$ cat config.mk
export PLATFORM = sky130hd
export DESIGN_NAME = lsd_buffer
export DESIGN_NICKNAME = d
export VERILOG_FILES = /design/src/rtl/lsd_pkg.sv /design/src/rtl/lsd_ctrl.sv /design/src/rtl/lsd_data.sv /design/src/rtl/lsd_buffer.sv
export SDC_FILE = /design/constraint.sdc
export NUM_CORES = 1
export LEC_CHECK = 0
export ABC_AREA = 0
export BUFFER_PORTS_ARGS = -buffer_cell sky130_fd_sc_hd__buf_2
export CAP_MARGIN = 0
export CELL_PAD_IN_SITES_DETAIL_PLACEMENT = 1
export CELL_PAD_IN_SITES_GLOBAL_PLACEMENT = 1
export CORE_UTILIZATION = 50
export CTS_CLUSTER_DIAMETER = 100
export CTS_CLUSTER_SIZE = 10
export DETAILED_ROUTE_END_ITERATION = 16
export PLACE_DENSITY_LB_ADDON = 0.1
export SYNTH_ARGS = -nofsm -noshare
export SYNTH_HDL_FRONTEND = slang
export SYNTH_SLANG_ARGS = --single-unit
$ cat constraint.sdc
create_clock -name clk -period 6.11 [get_ports clk]
set_input_delay 0 -clock clk [delete_from_list [all_inputs] [get_ports clk]]
set_output_delay 0 -clock clk [all_outputs]
set_load 0.01 [all_outputs]
$ cat src/rtl/lsd_pkg.sv
package lsd_pkg;

  typedef enum logic [1:0] {
    ST_CAPTURE = 2'd0,
    ST_CONFIRM = 2'd1,
    ST_STREAM  = 2'd2
  } lsd_state_e;

  typedef struct packed {
    logic wr;        // store current micro-op at wrIdx
    logic stream;    // drive output from buffer at rdIdx
    logic clearOut;  // squash output register
  } lsd_strobe_t;

endpackage

$ cat src/rtl/lsd_ctrl.sv
module lsd_ctrl
  import lsd_pkg::*;
#(
  parameter int DEPTH = 28,
  parameter int PC_W  = 16,
  localparam int IDX_W = $clog2(DEPTH),
  localparam int CNT_W = $clog2(DEPTH + 1)
) (
  input  logic             clk,
  input  logic             rstN,
  input  logic             inValid,
  input  logic [PC_W-1:0]  inPc,
  input  logic             inBackBr,
  input  logic [PC_W-1:0]  inTarget,
  input  logic             inCallRet,
  input  logic             flush,
  input  logic             pcMatch,
  output lsd_strobe_t      strb,
  output logic [IDX_W-1:0] wrIdx,
  output logic [IDX_W-1:0] rdIdx,
  output logic             feDisable,
  output logic             loopActive
);

  localparam logic [CNT_W-1:0] FULL = CNT_W'(DEPTH);

  lsd_state_e       state, nState;
  logic [CNT_W-1:0] count, nCount;
  logic [CNT_W-1:0] len, nLen;
  logic [IDX_W-1:0] idx, nIdx;
  logic [PC_W-1:0]  startPc, nStartPc;

  logic             isLast;
  logic             closesWindow;
  logic [PC_W-1:0]  windowHead;

  assign isLast       = (CNT_W'(idx) == len - CNT_W'(1));
  assign windowHead   = (count == '0) ? inPc : startPc;
  assign closesWindow = inBackBr && (count < FULL) && (inTarget == windowHead);

  assign wrIdx = count[IDX_W-1:0];
  assign rdIdx = idx;

  always_comb begin
    nState   = state;
    nCount   = count;
    nLen     = len;
    nIdx     = idx;
    nStartPc = startPc;
    strb     = '0;
    if (flush) begin
      strb.clearOut = 1'b1;
      nState        = ST_CAPTURE;
      nCount        = '0;
      nIdx          = '0;
    end else begin
      unique case (state)
        ST_CAPTURE: begin
          if (inValid) begin
            if (inCallRet && !inBackBr) begin
              nCount = '0;
            end else if (inBackBr) begin
              if (closesWindow) begin
                strb.wr = 1'b1;
                nLen    = count + CNT_W'(1);
                nCount  = '0;
                nIdx    = '0;
                nState  = ST_CONFIRM;
                if (count == '0) nStartPc = inPc;
              end else begin
                nCount = '0;
              end
            end else if (count == FULL) begin
              nCount = '0;
            end else begin
              strb.wr = 1'b1;
              nCount  = count + CNT_W'(1);
              if (count == '0) nStartPc = inPc;
            end
          end
        end
        ST_CONFIRM: begin
          if (inValid) begin
            if (!pcMatch || (inCallRet && !inBackBr)) begin
              nState = ST_CAPTURE;
              nCount = '0;
            end else if (isLast) begin
              if (inBackBr && inTarget == startPc) begin
                nState = ST_STREAM;
                nIdx   = '0;
              end else begin
                nState = ST_CAPTURE;
                nCount = '0;
              end
            end else if (inBackBr) begin
              nState = ST_CAPTURE;
              nCount = '0;
            end else begin
              nIdx = idx + IDX_W'(1);
            end
          end
        end
        ST_STREAM: begin
          strb.stream = 1'b1;
          nIdx        = isLast ? '0 : idx + IDX_W'(1);
        end
        default: begin
          nState = ST_CAPTURE;
          nCount = '0;
        end
      endcase
    end
  end

  always_ff @(posedge clk or negedge rstN) begin
    if (!rstN) begin
      state   <= ST_CAPTURE;
      count   <= '0;
      len     <= '0;
      idx     <= '0;
      startPc <= '0;
    end else begin
      state   <= nState;
      count   <= nCount;
      len     <= nLen;
      idx     <= nIdx;
      startPc <= nStartPc;
    end
  end

  assign feDisable  = (state == ST_STREAM);
  assign loopActive = (state != ST_CAPTURE);

endmodule

$ cat src/rtl/lsd_data.sv
module lsd_data
  import lsd_pkg::*;
#(
  parameter int DEPTH = 28,
  parameter int UOP_W = 32,
  parameter int PC_W  = 16,
  localparam int IDX_W = $clog2(DEPTH)
) (
  input  logic             clk,
  input  logic             rstN,
  input  lsd_strobe_t      strb,
  input  logic [IDX_W-1:0] wrIdx,
  input  logic [IDX_W-1:0] rdIdx,
  input  logic             inValid,
  input  logic [UOP_W-1:0] inUop,
  input  logic [PC_W-1:0]  inPc,
  output logic             pcMatch,
  output logic             outValid,
  output logic [UOP_W-1:0] outUop
);

  logic [UOP_W-1:0] uopMem [DEPTH];
  logic [PC_W-1:0]  pcMem  [DEPTH];

  always_ff @(posedge clk) begin
    if (strb.wr) begin
      uopMem[wrIdx] <= inUop;
      pcMem[wrIdx]  <= inPc;
    end
  end

  assign pcMatch = (pcMem[rdIdx] == inPc);

  always_ff @(posedge clk or negedge rstN) begin
    if (!rstN) begin
      outValid <= 1'b0;
      outUop   <= '0;
    end else if (strb.clearOut) begin
      outValid <= 1'b0;
    end else if (strb.stream) begin
      outValid <= 1'b1;
      outUop   <= uopMem[rdIdx];
    end else begin
      outValid <= inValid;
      outUop   <= inUop;
    end
  end

endmodule

$ cat src/rtl/lsd_buffer.sv
module lsd_buffer
  import lsd_pkg::*;
#(
  parameter int UOP_W = 32,
  parameter int PC_W  = 16,
  parameter int DEPTH = 28
) (
  input  logic             clk,
  input  logic             rstN,
  input  logic             inValid,
  input  logic [UOP_W-1:0] inUop,
  input  logic [PC_W-1:0]  inPc,
  input  logic             inBackBr,
  input  logic [PC_W-1:0]  inTarget,
  input  logic             inCallRet,
  input  logic             flush,
  output logic             outValid,
  output logic [UOP_W-1:0] outUop,
  output logic             feDisable,
  output logic             loopActive
);

  localparam int IDX_W = $clog2(DEPTH);

  lsd_strobe_t      strb;
  logic [IDX_W-1:0] wrIdx;
  logic [IDX_W-1:0] rdIdx;
  logic             pcMatch;

  lsd_ctrl #(.DEPTH(DEPTH), .PC_W(PC_W)) u_ctrl (
    .clk(clk), .rstN(rstN),
    .inValid(inValid), .inPc(inPc), .inBackBr(inBackBr),
    .inTarget(inTarget), .inCallRet(inCallRet), .flush(flush),
    .pcMatch(pcMatch), .strb(strb), .wrIdx(wrIdx), .rdIdx(rdIdx),
    .feDisable(feDisable), .loopActive(loopActive)
  );

  lsd_data #(.DEPTH(DEPTH), .UOP_W(UOP_W), .PC_W(PC_W)) u_data (
    .clk(clk), .rstN(rstN), .strb(strb), .wrIdx(wrIdx), .rdIdx(rdIdx),
    .inValid(inValid), .inUop(inUop), .inPc(inPc),
    .pcMatch(pcMatch), .outValid(outValid), .outUop(outUop)
  );

endmodule

==> impl_results.html, run 1 <==
<table>
<tr><th>Metric</th><th>Value</th></tr>
<tr><th colspan="2">Detailed routing</th></tr>
<tr><td>Post-DR vias/cell</td><td>roughly 6.3</td></tr>
<tr><td>First-iteration detailed-routing DRC count</td><td>3005</td></tr>
<tr><td>Vias after detailed routing</td><td>28800</td></tr>
<tr><td>Routed Antenna Nets</td><td>0</td></tr>
<tr><td>Total Wirelength</td><td>approximately 150000 um</td></tr>
<tr><td>Pre-antenna DRT Iters</td><td>5</td></tr>
<tr><td>DRC</td><td>0</td></tr>
<tr><td>Routed len/inst</td><td>32.8 um</td></tr>
<tr><th colspan="2">Run</th></tr>
<tr><td>Maxcap violations</td><td>0</td></tr>
<tr><th colspan="2">Clock tree</th></tr>
<tr><td>Clk root buf</td><td>clkbuf_16</td></tr>
<tr><td>Clock sink count</td><td>1410</td></tr>
<tr><td>Skew-Pair Late Insertion Delay</td><td>~760 ps</td></tr>
<tr><td>Clock tree from TritonCTS</td><td>done</td></tr>
<tr><td>Inserted Clock Buffers</td><td>approximately 160</td></tr>
<tr><td>CTS H-tree depth</td><td>4</td></tr>
<tr><td>Maximum clock path buffer count</td><td>3</td></tr>
<tr><td>Clk slew on worst S/H paths</td><td>around 60 ps</td></tr>
<tr><th colspan="2">Place</th></tr>
<tr><td>DPL Wire Length</td><td>between 80000 and 90000 um</td></tr>
<tr><td>I/O Buffers</td><td>104</td></tr>
<tr><td>Global placement routability congestion</td><td>0.830</td></tr>
<tr><th colspan="2">Global routing</th></tr>
<tr><td>Pin count of the biggest net entering global routing</td><td>between 100 and 150</td></tr>
<tr><td>Wire length of the first global-routing pass</td><td>between 200000 and 250000 um</td></tr>
<tr><td>Overflow left after global routing</td><td>0</td></tr>
<tr><td>GRT Total Usage</td><td>27.3%</td></tr>
<tr><td>Antenna violations before repair</td><td>2</td></tr>
<tr><td>Vias in the first global route</td><td>roughly 30000</td></tr>
<tr><th colspan="2">Logic synthesis</th></tr>
<tr><td>Fraction of registers with async set or reset after synthesis</td><td>under 10%</td></tr>
<tr><td>Post-Synthesis Mean Instance Area</td><td>20.2 sq um</td></tr>
<tr><td>Number of register bits inferred by synthesis</td><td>1410</td></tr>
<tr><td>Synth cell types</td><td>70</td></tr>
<tr><td>Netlist area before placement</td><td>55300 sq um</td></tr>
<tr><td>Dominant cell type by area after synthesis</td><td>edfxtp_1</td></tr>
<tr><td>Top cells by area, synth</td><td>edfxtp_1 73%, mux4_2 12%, dfrtp_1 3.0%, mux2i_1 2.5%, nand2_1 1.2%</td></tr>
<tr><td>Area fraction of the dominant cell type after synthesis</td><td>about 73%</td></tr>
<tr><td>Gate count of the mapped netlist</td><td>2742</td></tr>
<tr><td>Post-synth top flop</td><td>edfxtp_1</td></tr>
<tr><td>Syn nets</td><td>around 2800</td></tr>
<tr><td>Syn. warnings</td><td>0</td></tr>
<tr><td>EDFF count, synth</td><td>1344</td></tr>
<tr><td>Seq/Total Area, Yosys</td><td>76.0%</td></tr>
<tr><th colspan="2">Min path</th></tr>
<tr><td>Hold Path Origin</td><td>inTarget[13]</td></tr>
<tr><td>Hold/Removal Path Class</td><td>in -&gt; reg</td></tr>
<tr><td>Hold-critical path endpoint</td><td>u_ctrl.state[1]</td></tr>
<tr><td>Worst hold path cell count</td><td>7</td></tr>
<tr><th colspan="2">Die</th></tr>
<tr><td>Top-Level Pins</td><td>around 110</td></tr>
<tr><td>Initial cell density of the core</td><td>50.6%</td></tr>
<tr><td>Horizontal die dimension</td><td>334 um</td></tr>
<tr><td>Height of the die</td><td>334 um</td></tr>
<tr><td>Die area</td><td>112000 sq um</td></tr>
<tr><td>Row count</td><td>121</td></tr>
<tr><td>Area of the core</td><td>around 110000 sq um</td></tr>
<tr><th colspan="2">Setup path</th></tr>
<tr><td>Endpoint of the worst register-to-register path</td><td>u_data.pcMem[20][7]</td></tr>
<tr><td>Startpoint type of the worst setup path</td><td>flip-flop</td></tr>
<tr><td>Endpoint required time on the critical path</td><td>6510 ps</td></tr>
<tr><td>Worst path max stage delay</td><td>750 ps</td></tr>
<tr><td>Worst setup path category</td><td>reg -&gt; reg</td></tr>
<tr><td>Maximum net fanout on the critical path</td><td>20</td></tr>
<tr><td>Depth of the worst register-to-register path</td><td>12</td></tr>
<tr><td>Setup slack of the most critical reg-to-reg path</td><td>1140 ps</td></tr>
<tr><td>Master of the slowest instance on the critical path</td><td>nor2_4</td></tr>
<tr><td>CP most frequent cell</td><td>nand2_1</td></tr>
<tr><td>Series of cell instances along the critical path</td><td>inv_1, ha_1, or4b_1, nand2_1, a21oi_1, a2111oi_0, nand4_1, nor2b_1, nor2_1, nand2_1, nor2_4, buf_4</td></tr>
<tr><td>Worst reg2reg startpoint</td><td>u_ctrl.wrIdx[0]</td></tr>
<tr><td>Kind of end point of the critical path</td><td>flip-flop</td></tr>
<tr><td>Worst endpoint data arrival time</td><td>5370 ps</td></tr>
<tr><th colspan="2">Timing</th></tr>
<tr><td>Maximum operating frequency</td><td>around 0.20 GHz</td></tr>
<tr><td>Setup repair after global routing missed its margin</td><td>no</td></tr>
<tr><td>Final setup violating endpoints</td><td>0</td></tr>
<tr><td>Post-route fraction of the period consumed by the critical path</td><td>81.3%</td></tr>
<tr><td>Final-layout worst hold slack</td><td>roughly 45 ps</td></tr>
<tr><td>Slew Viols, Final</td><td>0</td></tr>
<tr><td>Fin crit period</td><td>4970 ps</td></tr>
<tr><td>Post-route clock skew</td><td>29.9 ps</td></tr>
<tr><td>Slew of the pin with the lowest slew margin</td><td>1050 ps</td></tr>
<tr><td>Setup Total Neg Slack</td><td>0 ps</td></tr>
<tr><td>Total count of hold-check failures in the final report</td><td>0</td></tr>
<tr><td>Remaining max-slew budget at the tightest pin</td><td>a little under a third</td></tr>
<tr><th colspan="2">Pwr</th></tr>
<tr><td>Pwr dens</td><td>336 nW/um^2</td></tr>
<tr><td>Peak supply drop</td><td>254 uV</td></tr>
<tr><td>Reported leakage power</td><td>about 20 nW</td></tr>
<tr><th colspan="2">Layout</th></tr>
<tr><td>Area growth, synth to finish</td><td>14.3%</td></tr>
<tr><td>Total inserted antenna cells</td><td>0</td></tr>
<tr><td>Share of final-layout standard cells stronger than drive strength 1</td><td>23.5%</td></tr>
<tr><td>Net count, final</td><td>3088</td></tr>
<tr><th colspan="2">Outcome</th></tr>
<tr><td>Outcome</td><td>complete, no violations</td></tr>
</table>
-- cell usage after synthesis, types with 11 or more instances --
master and instances:
edfxtp_1 1344, mux4_2 301, nand2_1 178, mux2i_1 138, nor2_1 79, o21ai_0 78
clkbuf_1 73, dfrtp_1 66, a22oi_1 50, and3_1 31, nand3_1 30, a21oi_1 29
buf_2 29, o311ai_0 27, xnor2_1 26, inv_1 24, buf_4 20, xor2_1 15
buf_1 14, buf_6 11
-- stage by stage --
stage	util (%)	std cells	power [W]	cell area, sq um	worst slack, ps
6_report	57.9	4589	0.0212	63200	1140
5_1_grt	57.9	4589	0.0218	63200	892
4_1_cts	57.9	4589	0.0214	63200	1090
3_5_place_dp	53.2	4267	0.0128	58000	1160
3_3_place_gp	53.2	4267	0.0127	58000	1180
2_1_floorplan	-	2742	0.0121	55300	1040
-- layer usage --
| layer | wire, um | vias up | part of all wire [%] | track usage (%) |
|---|---|---|---|---|
| met5 | 0 | - | 0 | 0 |
| met4 | 3130 | 0 | 2.1 | 7.07 |
| met3 | 8550 | 201 | 5.7 | 3.85 |
| met2 | 72700 | 1022 | 48 | 43.6 |
| met1 | 66300 | 15800 | 44 | 39.9 |
| li1 | - | 11800 | - | - |
-- critical path, delay by kind of cell (launching register included) --
family | cells | cell delay [ps]
adder cells (fa/ha/maj) | 1 | 230
buffers and inverters | 2 | 540
flip-flops | 1 | 440
AND/OR/NAND/NOR | 7 | 2890
AO/OA/AOI/OAI | 2 | 480
-- worst max-delay path by stage --
stage,start,endpoint,slack (ps)
6_report,u_ctrl.wrIdx[0],u_data.pcMem[20][7],1140
4_1_cts,u_ctrl.wrIdx[0],u_data.pcMem[20][3],1090
2_1_floorplan,u_ctrl.wrIdx[0],u_data.pcMem[12][0],1040
5_1_grt,u_ctrl.wrIdx[0],u_data.pcMem[20][12],890
3_3_place_gp,u_ctrl.wrIdx[0],u_data.uopMem[20][4],1180
3_5_place_dp,u_ctrl.wrIdx[0],u_data.uopMem[20][10],1160
-- placed cells by master (no fill, tap or decap), types with 7 or more instances in the layout --
cell type         n
o221ai_1          7
nand3_1          30
and3_1           31
nand2b_1          7
nor3_1            9
dfrtp_1          62
mux4_2          301
a22oi_1          50
inv_1            22
a31oi_1           9
nor2b_1           7
clkbuf_1         94
o311ai_0         27
nand4_1           8
clkbuf_16       163
dlygate4sd3_1    56
buf_4            77
ha_1              8
xor2_1           15
buf_12           19
nand2_1         178
nor2_4           28
a221oi_1         10
mux2_2            9
mux2_1            7
buf_2           102
nor2_1           51
o21ai_1          10
o21ai_0          78
edfxtp_1       1344
a21oi_1          29
o22ai_1           8
xnor2_1          26
mux2i_1         138
-- area by class of cell --
cell class / count / area, sq um
fill: 9297 / 46000
clock buffer: 257 / 4430
clock inverter: 8 / 106
inverter: 25 / 97.6
tap: 1476 / 1850
timing repair buffer: 254 / 2030
sequential: 1410 / 42000
multi-input combinational: 1159 / 12600
-- cells by family (layout without fill, tap and decap cells) --
kind of cell    after synthesis  in the layout  share of synthesized area, %
fa+ha+maj                     9              9                         0.204
mux                         455            455                          15.1
buf+inv                     173            544                          1.55
compound gates              275            275                          3.37
simple gates                379            379                          3.12
xor+xnor                     41             41                         0.650
flops                      1410           1410                          76.0
-- power by group --
part / switching, W / total, W / leakage, nW / internal, W
combinational: 0.00108 / 0.00182 / 4.63 / 0.000740
clock: 0.00363 / 0.00858 / 2.17 / 0.00495
sequential: 0.000116 / 0.0108 / 12.9 / 0.0107
total: 0.00482 / 0.0212 / 19.7 / 0.0164
-- state kept, by name, summed over array words and instances (netlist names) --
signal and cells:
u_data.pcMem 448, u_ctrl.rdIdx 5, u_ctrl.len 5, u_data.outValid 1, u_ctrl.wrIdx 5, u_ctrl.startPc 16
u_data.outUop 32, u_data.uopMem 896, u_ctrl.state 2
-- repair_timing --
action                    4_1_cts  5_1_grt
hold buffers                   57        0
gates resized for setup         0        0
buffers inserted                0        0
hold endpoints to repair     1460        0
No activity file was read; power rests on OpenSTA's default activity.
==> inputs of run 2 (changes only) <==
clock period = 4.5 ns   (was 6.11 ns; I/O delays follow)
==> run 2 against run 1 <==
Compared with the run above: worst setup slack worse by 970 ps; die area stayed put; non-clock buffer count is 64 higher; clock power is 35% higher; critical path depth is 2 higher; total power is 36% higher; highest routed layer is now met5; via count is 1.9% higher.
==> impl_results.html, run 2 (same netlist as run 1, synthesis figures left out) <==
<table>
<tr><th>Metric</th><th>Value</th></tr>
<tr><th colspan="2">Detailed routing</th></tr>
<tr><td>DRC</td><td>0</td></tr>
<tr><td>First-iteration detailed-routing DRC count</td><td>3175</td></tr>
<tr><td>Routed len/inst</td><td>33.7 um</td></tr>
<tr><td>Pre-antenna DRT Iters</td><td>5</td></tr>
<tr><td>Total Wirelength</td><td>approximately 160000 um</td></tr>
<tr><td>Post-DR vias/cell</td><td>6.31</td></tr>
<tr><td>Vias after detailed routing</td><td>29300</td></tr>
<tr><td>Routed Antenna Nets</td><td>0</td></tr>
<tr><th colspan="2">Layout</th></tr>
<tr><td>Register with the highest flop count</td><td>u_data.uopMem</td></tr>
<tr><td>Share of final-layout standard cells stronger than drive strength 1</td><td>25.1%</td></tr>
<tr><td>Most common cell after layout, fill and taps aside</td><td>edfxtp_1</td></tr>
<tr><td>Final Instance Area</td><td>roughly 64000 sq um</td></tr>
<tr><td>Area used by multi-input combinational logic</td><td>approximately 13000 sq um</td></tr>
<tr><td>Area growth, synth to finish</td><td>15.8%</td></tr>
<tr><td>Number of flip-flops under the largest register name</td><td>around 900</td></tr>
<tr><td>Top Registers</td><td>u_data.uopMem x896, u_data.pcMem x448, u_data.outUop x32</td></tr>
<tr><td>Net count, final</td><td>3151</td></tr>
<tr><td>Most frequent cells in the layout</td><td>1344 x edfxtp_1, 301 x mux4_2, 178 x nand2_1, 160 x clkbuf_16, 138 x mux2i_1</td></tr>
<tr><td>Fillers</td><td>9284</td></tr>
<tr><td>Finished Core Util</td><td>58.6%</td></tr>
<tr><td>Area used by sequential logic in the layout</td><td>between 40000 and 50000 sq um</td></tr>
<tr><th colspan="2">Setup path</th></tr>
<tr><td>Worst endpoint data arrival time</td><td>4720 ps</td></tr>
<tr><td>Series of cell instances along the critical path</td><td>inv_1, ha_1, nor4b_4, nand2_1, and3_1, a2111oi_0, nand4_1, nor2b_1, nor2_1, buf_4, nand2_1, buf_4, nor2_4, buf_12</td></tr>
<tr><td>Worst setup path category</td><td>reg -&gt; reg</td></tr>
<tr><td>Kind of end point of the critical path</td><td>flip-flop</td></tr>
<tr><td>Worst path max stage delay</td><td>660 ps</td></tr>
<tr><td>Maximum net fanout on the critical path</td><td>48</td></tr>
<tr><td>Startpoint type of the worst setup path</td><td>flip-flop</td></tr>
<tr><td>Master of the slowest instance on the critical path</td><td>nor4b_4</td></tr>
<tr><td>Endpoint required time on the critical path</td><td>4890 ps</td></tr>
<tr><th colspan="2">Timing</th></tr>
<tr><td>Post-route clock skew</td><td>22.8 ps</td></tr>
<tr><td>Maximum operating frequency</td><td>approximately 0.23 GHz</td></tr>
<tr><td>Remaining max-slew budget at the tightest pin</td><td>36.2%</td></tr>
<tr><td>Total count of hold-check failures in the final report</td><td>0</td></tr>
<tr><td>Slew Viols, Final</td><td>0</td></tr>
<tr><td>Final setup violating endpoints</td><td>0</td></tr>
<tr><td>Post-route fraction of the period consumed by the critical path</td><td>96.2%</td></tr>
<tr><td>Slew of the pin with the lowest slew margin</td><td>approximately 960 ps</td></tr>
<tr><td>Fin crit period</td><td>between 4000 and 5000 ps</td></tr>
<tr><td>Setup repair after global routing missed its margin</td><td>no</td></tr>
<tr><td>Setup Total Neg Slack</td><td>0 ps</td></tr>
<tr><th colspan="2">Pwr</th></tr>
<tr><td>Total chip power</td><td>0.0289 W</td></tr>
<tr><td>Pwr dens</td><td>451 nW/um^2</td></tr>
<tr><td>Reported leakage power</td><td>20.1 nW</td></tr>
<tr><td>Peak supply drop</td><td>374 uV</td></tr>
<tr><th colspan="2">Global routing</th></tr>
<tr><td>Vias in the first global route</td><td>30500</td></tr>
<tr><td>GRT Total Usage</td><td>28.5%</td></tr>
<tr><td>Antenna violations before repair</td><td>6</td></tr>
<tr><td>Pin count of the biggest net entering global routing</td><td>between 70 and 80</td></tr>
<tr><td>Overflow left after global routing</td><td>0</td></tr>
<tr><td>Wire length of the first global-routing pass</td><td>roughly 220000 um</td></tr>
<tr><th colspan="2">Min path</th></tr>
<tr><td>Hold/Removal Path Class</td><td>in -&gt; reg</td></tr>
<tr><th colspan="2">Place</th></tr>
<tr><td>Area after detailed placement</td><td>58900 sq um</td></tr>
<tr><td>Global placement routability congestion</td><td>0.912</td></tr>
<tr><td>DPL Wire Length</td><td>96500 um</td></tr>
<tr><td>I/O Buffers</td><td>104</td></tr>
<tr><th colspan="2">Die</th></tr>
<tr><td>Area of the core</td><td>between 100000 and 150000 sq um</td></tr>
<tr><td>Horizontal die dimension</td><td>334 um</td></tr>
<tr><td>Top-Level Pins</td><td>105</td></tr>
<tr><td>Die area</td><td>112000 sq um</td></tr>
<tr><td>Row count</td><td>121</td></tr>
<tr><td>Initial cell density of the core</td><td>50.6%</td></tr>
<tr><td>Height of the die</td><td>about 330 um</td></tr>
<tr><th colspan="2">Clock tree</th></tr>
<tr><td>Total setup buffers inserted after CTS</td><td>0</td></tr>
<tr><td>Clk slew on worst S/H paths</td><td>around 60 ps</td></tr>
<tr><td>Skew-Pair Late Insertion Delay</td><td>770 ps</td></tr>
<tr><td>Clock sink count</td><td>around 1400</td></tr>
<tr><td>Maximum clock path buffer count</td><td>3</td></tr>
<tr><td>Clock tree from TritonCTS</td><td>done</td></tr>
<tr><td>Clk root buf</td><td>clkbuf_16</td></tr>
<tr><td>Inserted Clock Buffers</td><td>around 160</td></tr>
<tr><td>CTS H-tree depth</td><td>4</td></tr>
<tr><th colspan="2">Outcome</th></tr>
<tr><td>Outcome</td><td>complete, no violations</td></tr>
<tr><th colspan="2">Run</th></tr>
<tr><td>Maxcap violations</td><td>0</td></tr>
</table>
## run 2: cell count changes in the layout (fill, tap and decap cells not counted), sizes merged
cell / delta
buf: +62
clkbuf: -5
inv: +4
clkinv: +2
dlygate4sd3: +2
bufinv: -1
diode: +1
## run 2: what timing repair did
action                      CTS  global route
hold endpoints to repair   1432             0
hold buffers                 59             0
resized for setup             0             1
setup endpoints to repair     0          1270
## run 2: power breakdown
group          switching (W)  internal (W)
sequential          0.000135        0.0145
clock                0.00498       0.00659
combinational        0.00158       0.00106
total                0.00669        0.0222
## run 2: through the flow
step,std cells,hold slack [ps],worst slack [ps]
2_1_floorplan,2742,-296,-567
3_3_place_gp,4329,9.95,-48.2
3_5_place_dp,4329,18.8,61.9
4_1_cts,4653,85.1,54.9
5_1_grt,4653,133,137
6_report,4654,131,171
## run 2: critical path, delay by kind of cell (launching register included)
kind / cells / cell delay, ps
AND/OR/NAND/NOR: 8 / 1810
adder cells (fa/ha/maj): 1 / 220
buffers and inverters: 4 / 820
AO/OA/AOI/OAI: 1 / 540
flip-flops: 1 / 430
## run 2: layout make-up
class,count,share of cell area (%)
Sequential cell,1410,65.6
Multi-Input combinational cell,1159,19.7
Clock buffer,252,6.79
Timing Repair Buffer,318,4.53
Tap cell,1476,2.89
Clock inverter,13,0.254
Inverter,25,0.152
Antenna cell,1,0.00391
## run 2: worst paths after layout
check                                  startpoint            endpoint  slack (ps)  cells past startpoint
worst min-delay path                      inPc[2]   u_ctrl.startPc[2]         130                      3
worst max register to register    u_ctrl.wrIdx[1]  u_data.pcMem[5][3]         170                     14
min in group asynchronous                    rstN    u_data.outUop[4]         360                      4
max in group asynchronous                    rstN     u_ctrl.rdIdx[2]        3420                      4
worst min register to register  u_data.outUop[24]   u_data.outUop[24]         470                      2
worst max-delay path              u_ctrl.wrIdx[1]  u_data.pcMem[5][3]         170                     14
## run 2: routing by layer
metal / vias to the layer above / wire, um / track usage, %
met1: 15900 / 66600 / 40.9
li1: 11900 / - / -
met4: 4 / 4390 / 8.79
met5: - / 27 / 0
met2: 1225 / 75500 / 45.4
met3: 239 / 10300 / 4.42
